### src/rtl/scl_pkg.sv
package scl_pkg;
  localparam int unsigned NLINES   = 2;
  localparam int unsigned LINE_SDA = 0;
  localparam int unsigned LINE_SCL = 1;
endpackage

### src/rtl/scl_phase_gen.sv
module scl_phase_gen #(
  parameter int unsigned PW      = 16,
  parameter int unsigned MIN_PRE = 8
) (
  input  logic          clk_i,
  input  logic          rst_ni,
  input  logic          en_i,
  input  logic [PW-1:0] prescale_i,
  output logic          run_o,
  output logic          restart_o,
  output logic [PW-1:0] pre_o,
  output logic          scl_o
);
  localparam int unsigned CW = PW + 3;

  logic          run_q;
  logic [CW-1:0] cnt_q;
  logic [PW-1:0] pre_q;
  logic [PW-1:0] pre_clamp;
  logic [CW-1:0] low_len, last_cnt;
  logic          wrap;

  assign pre_clamp = (prescale_i < PW'(MIN_PRE)) ? PW'(MIN_PRE) : prescale_i;
  assign low_len   = {3'b000, pre_q} * CW'(3);
  assign last_cnt  = ({3'b000, pre_q} * CW'(5)) - CW'(1);
  assign wrap      = run_q && (cnt_q == last_cnt);
  assign restart_o = en_i && (!run_q || wrap);

  always_ff @(posedge clk_i or negedge rst_ni) begin
    if (!rst_ni) begin
      run_q <= 1'b0;
      cnt_q <= '0;
      pre_q <= PW'(MIN_PRE);
    end else if (!en_i) begin
      run_q <= 1'b0;
      cnt_q <= '0;
    end else if (!run_q || wrap) begin
      run_q <= 1'b1;
      cnt_q <= '0;
      pre_q <= pre_clamp;
    end else begin
      cnt_q <= cnt_q + CW'(1);
    end
  end

  assign run_o = run_q;
  assign pre_o = pre_q;
  assign scl_o = !run_q || (cnt_q >= low_len);

  AST_PRE_CLAMPED: assert property (@(posedge clk_i) disable iff (!rst_ni)
    run_q |-> (pre_q >= PW'(MIN_PRE)));
  AST_PRE_HELD: assert property (@(posedge clk_i) disable iff (!rst_ni)
    (run_q && en_i && !wrap) |=> $stable(pre_q));
  AST_LOW_FIRST: assert property (@(posedge clk_i) disable iff (!rst_ni)
    $rose(run_q) |-> !scl_o);
endmodule

### src/rtl/smp_div.sv
module smp_div #(
  parameter int unsigned PW = 16
) (
  input  logic          clk_i,
  input  logic          rst_ni,
  input  logic          en_i,
  input  logic          restart_i,
  input  logic          run_i,
  input  logic [PW-3:0] pre_q4_i,
  output logic          stb_o
);
  localparam int unsigned DW = PW - 2;

  logic [DW-1:0] sc_q, s_last;

  assign s_last = pre_q4_i - DW'(2);
  assign stb_o  = run_i && (sc_q == s_last);

  always_ff @(posedge clk_i or negedge rst_ni) begin
    if (!rst_ni)                 sc_q <= '0;
    else if (!en_i || restart_i) sc_q <= '0;
    else if (stb_o)              sc_q <= '0;
    else                         sc_q <= sc_q + DW'(1);
  end

  AST_DIV_IN_RANGE: assert property (@(posedge clk_i) disable iff (!rst_ni)
    run_i |-> (sc_q <= s_last));
endmodule

### src/rtl/glitch_filt.sv
module glitch_filt (
  input  logic clk_i,
  input  logic rst_ni,
  input  logic stb_i,
  input  logic raw_i,
  output logic filt_o
);
  logic prev_q, filt_q;

  always_ff @(posedge clk_i or negedge rst_ni) begin
    if (!rst_ni) begin
      prev_q <= 1'b1;
      filt_q <= 1'b1;
    end else if (stb_i) begin
      prev_q <= raw_i;
      if (raw_i == prev_q) filt_q <= raw_i;
    end
  end

  assign filt_o = filt_q;

  AST_FILT_HOLD: assert property (@(posedge clk_i) disable iff (!rst_ni)
    !stb_i |=> $stable(filt_o));
endmodule

### src/rtl/scl_prescale_gen.sv
module scl_prescale_gen
  import scl_pkg::*;
#(
  parameter int unsigned PW      = 16,
  parameter int unsigned MIN_PRE = 8
) (
  input  logic          clk_i,
  input  logic          rst_ni,
  input  logic          en_i,
  input  logic [PW-1:0] prescale_i,
  input  logic          sda_i,
  input  logic          scl_i,
  output logic          scl_o,
  output logic          smp_stb_o,
  output logic          sda_filt_o,
  output logic          scl_filt_o
);
  logic          run, restart;
  logic [PW-1:0] pre_q;
  logic [NLINES-1:0] raw, filt;

  scl_phase_gen #(.PW(PW), .MIN_PRE(MIN_PRE)) u_phase (
    .clk_i, .rst_ni, .en_i, .prescale_i,
    .run_o(run), .restart_o(restart), .pre_o(pre_q), .scl_o(scl_o)
  );

  smp_div #(.PW(PW)) u_div (
    .clk_i, .rst_ni, .en_i, .restart_i(restart), .run_i(run),
    .pre_q4_i(pre_q[PW-1:2]), .stb_o(smp_stb_o)
  );

  assign raw[LINE_SDA] = sda_i;
  assign raw[LINE_SCL] = scl_i;

  for (genvar g = 0; g < NLINES; g++) begin : g_lane
    glitch_filt u_filt (
      .clk_i, .rst_ni, .stb_i(smp_stb_o), .raw_i(raw[g]), .filt_o(filt[g])
    );
  end

  assign sda_filt_o = filt[LINE_SDA];
  assign scl_filt_o = filt[LINE_SCL];

  AST_IDLE_RELEASED: assert property (@(posedge clk_i) disable iff (!rst_ni)
    !en_i |=> (scl_o && !smp_stb_o));
endmodule

### config.mk
export PLATFORM = sky130hd
export DESIGN_NAME = scl_prescale_gen
export DESIGN_NICKNAME = d
export VERILOG_FILES = /design/src/rtl/scl_pkg.sv /design/src/rtl/scl_phase_gen.sv /design/src/rtl/smp_div.sv /design/src/rtl/glitch_filt.sv /design/src/rtl/scl_prescale_gen.sv
export SDC_FILE = /design/constraint.sdc
export NUM_CORES = 1
export LEC_CHECK = 0
export ABC_AREA = 1
export BUFFER_PORTS_ARGS = -buffer_cell sky130_fd_sc_hd__buf_2
export CORE_MARGIN = 5
export CORE_UTILIZATION = 49
export CTS_BUF_LIST = sky130_fd_sc_hd__clkbuf_16
export DETAILED_ROUTE_END_ITERATION = 16
export GPL_ROUTABILITY_DRIVEN = 0
export PLACE_DENSITY = 0.68
export SYNTH_ARGS = -nofsm -noshare
export SYNTH_HDL_FRONTEND = slang
export SYNTH_SLANG_ARGS = --single-unit
### constraint.sdc
create_clock -name clk_i -period 3.5 [get_ports clk_i]
set_clock_uncertainty 0.05 [all_clocks]
set_input_delay 0.7 -clock clk_i [delete_from_list [all_inputs] [get_ports clk_i]]
set_output_delay 0.7 -clock clk_i [all_outputs]
set_load 0.1 [all_outputs]
==> metrics.yaml <==
synth:
  synth_fp_nets: 966
  syn_inst: 856
  seq_area_frac_synth_pct: 22.3
  synth_area_per_cell_um2: 7.10
  synth_area_leaders: "dfrtp_1 (20%), ha_1 (15%), nand2_1 (13%)"
  yosysTopAreaCell: "dfrtp_1"
  synth.distinct_cells: 43
  yosysWarnings: 0
  yosysTopAreaCellShare_pct: 20.2
  synth-seq-cells: 54
  synth_area_mm2: 0.00608
floorplanning:
  pin_count: 25
  dieArea_mm2: 0.0147
  die_x_um: 121
  start_util_pct: 50.2
  core-area_mm2: 0.0121
  die_y_um: 121
  rows: 40
placed_design:
  dp.cells: 1107
  port_buffers: 24
  dp_slack_ns: -0.493
  hpwlAfterDp_um: 12000
global_route:
  grt_util_met3_pct: 1.91
  grt_pass1_vias: 5412
  grt_pass1_wl_um: 25700
  globalRouteMet1Util_pct: 28.5
  overflow: 0
  grtUsageTotal_pct: 21.7
  grt_antenna_before_repair: 0
  use_met2_pct: 37.8
  gr-max-usage-layer: "met2"
  grt_start_max_net_pins: 55
finish:
  nets: 1071
  drive_gt1_share_pct: 20.7
  nFillCells: 1122
  layout_common_cells: "nand2_1 (199), inv_1 (135), buf_4 (81), nor2_1 (76), ha_1 (67)"
  fin_cells: 1130
  fin_util_pct: 61.6
  final_common_cell: "nand2_1"
  num_antenna_cells: 0
  area_growth_pct: 22.7
clocking:
  clockBufferDepth: 2
  htreeDepth: 2
  cts_root_buffer: "clkbuf_16"
  cts_buffers: 5
  clk_latency_ns: 0.31
  path_clk_slew_ns: 0.07
  clock-sinks: 54
  cts_hold_buf: 0
  cts_tree: "done"
pwr:
  cellPowerDensity_mw_per_mm2: 478
  ir_drop_mv: 0.231
  power_mw: 3.57
  p_leak_nw: 3.88
run:
  drv_cap: 0
timing:
  finalSetupViolCount: 1
  finalWorstSetupSlack_ns: -0.830
  max_freq_mhz: 231
  relSlewSlack_pct: 52.3
  min_period_ns: 4.33
  fin_crit_sh_pct: 124
  drv_slew: 0
  grt_setup_unrepaired: "true"
  hold_violations: 0
  tightest_slew_ns: 0.715
worst_setup_path:
  path_class: "register to output port"
  cp.required_ns: 2.75
  worst_setup_path_start_kind: "register"
  arrival_ns: 3.58
  worstPathMaxFanout: 4
  end_kind: "output port"
detailed_routing:
  drt-wirelength-per-cell_um: 13.4
  firstDrtPassIters: 4
  drtIter0Drc: 284
  vias: 5510
  via_per_inst: 4.88
  ant_nets: 0
  drc: 0
  finalWirelength_um: 15100
worst_hold_path:
  hold_path_class: "register to register"
status:
  status: "finished with violations"
  failed_checks: "setup timing"
critical path, cell delays in order (launching register included):
cell and delay, ns:
dfrtp_2 0.45, buf_4 0.14, buf_4 0.14, ha_1 0.21
a21oi_2 0.17, o31ai_2 0.08, buf_4 0.15, a21oi_1 0.12
nor2_1 0.05, nor2_1 0.12, xor2_1 0.17, ha_1 0.29
nand2_1 0.11, nor2_1 0.06, o31ai_2 0.26, nand2_1 0.12
a221oi_2 0.22, nand4_1 0.21, buf_12 0.22
per-layer routing:
layer / vias to the layer above / wire (um)
li1: 2933 / -
met1: 2487 / 7230
met2: 69 / 7210
met3: 21 / 305
met4: 0 / 347
met5: - / 0
worst paths after layout:
path	startpoint	to	cells after the start	slack, ns
max	u_phase.pre_o[1]	scl_o	18	-0.83
min	u_phase.cnt_q[0]	u_phase.cnt_q[0]	1	0.42
max reg2reg	u_phase.pre_o[3]	u_phase.pre_o[11]	19	0.10
min reg2reg	u_phase.cnt_q[0]	u_phase.cnt_q[0]	1	0.42
max in group asynchronous	rst_ni	u_phase.pre_o[1]	2	2.42
min in group asynchronous	rst_ni	u_div.sc_q[7]	2	0.48
metrics by stage:
| stage | setup TNS (ns) | cell area, um^2 | hold slack [ns] |
|---|---|---|---|
| after floorplan | -0.881 | 6120 | 0.354 |
| after global placement | -0.436 | 6960 | 0.407 |
| after detailed placement | -1.04 | 6960 | 0.409 |
| after CTS | -0.762 | 7340 | 0.419 |
| after global routing | -5.78 | 7460 | 0.458 |
| final | -0.830 | 7460 | 0.418 |
area by class of cell:
type / count / area [um^2] / area share (%)
multi-input cells: 650 / 4380 / 58.8
flip-flops and latches: 54 / 1360 / 18.2
repair buffers: 109 / 825 / 11.1
inverters: 141 / 534 / 7.16
well taps: 168 / 210 / 2.82
clock buffers: 5 / 125 / 1.68
clock inverters: 3 / 22.5 / 0.302
power by group:
group | leakage [nW] | total (mW) | internal [mW] | switching (mW)
registers | 0.707 | 0.671 | 0.653 | 0.0176
clock network | 0.0746 | 0.525 | 0.270 | 0.255
logic | 3.10 | 2.37 | 0.989 | 1.38
total | 3.88 | 3.57 | 1.91 | 1.66
state kept, by name, indices dropped and copies added, names as in the netlist:
register	flops
g_lane.u_filt.filt_o	2
g_lane.u_filt.prev_q	2
u_div.sc_q	14
u_phase.cnt_q	19
u_phase.pre_o	16
u_phase.run_o	1
cells by family after synthesis:
| family | count (synthesis) | synth area share [%] |
|---|---|---|
| and+or+nand+nor | 425 | 31.6 |
| xor gates and xnor gates | 70 | 10.1 |
| adders and majority gates | 89 | 20.2 |
| buffers and inverters | 152 | 9.71 |
| DFF | 54 | 22.3 |
| AOI/OAI and AO/OA | 66 | 6.09 |
what timing repair did:
| action | CTS | global route |
|---|---|---|
| gates resized for setup | 22 | 31 |
| endpoints found under the setup margin | 37 | 51 |
| pin swaps | 26 | 20 |
| setup buffers | 14 | 2 |
Yosys cell counts:
cell type and number:
and2_1 2, o21ai_0 14, o211ai_1 1, buf_6 1, nand2_2 3, nand2b_1 1
a21boi_0 2, nand3_2 8, nor2_1 83, buf_2 6, o31ai_1 4, nor3_1 11
nand2_1 209, nand3b_1 12, nand2_4 2, dfrtp_1 49, nand4_2 1, or2_2 4
a21oi_2 1, a211oi_1 2, fa_1 15, nand4_1 24, nor2_4 1, buf_4 1
nor3_2 2, dfstp_2 5, nand3_1 53, clkbuf_1 2, nor4_1 3, inv_1 139
a31o_2 1, clkbuf_2 1, xor2_1 45, nor3b_1 1, o2111ai_1 1, inv_2 2
xnor2_1 25, a221oi_1 1, o21bai_1 1, o21ai_1 2, ha_1 74, a21oi_1 36
nor2_2 5
No activity file was read; power rests on OpenSTA's default activity.
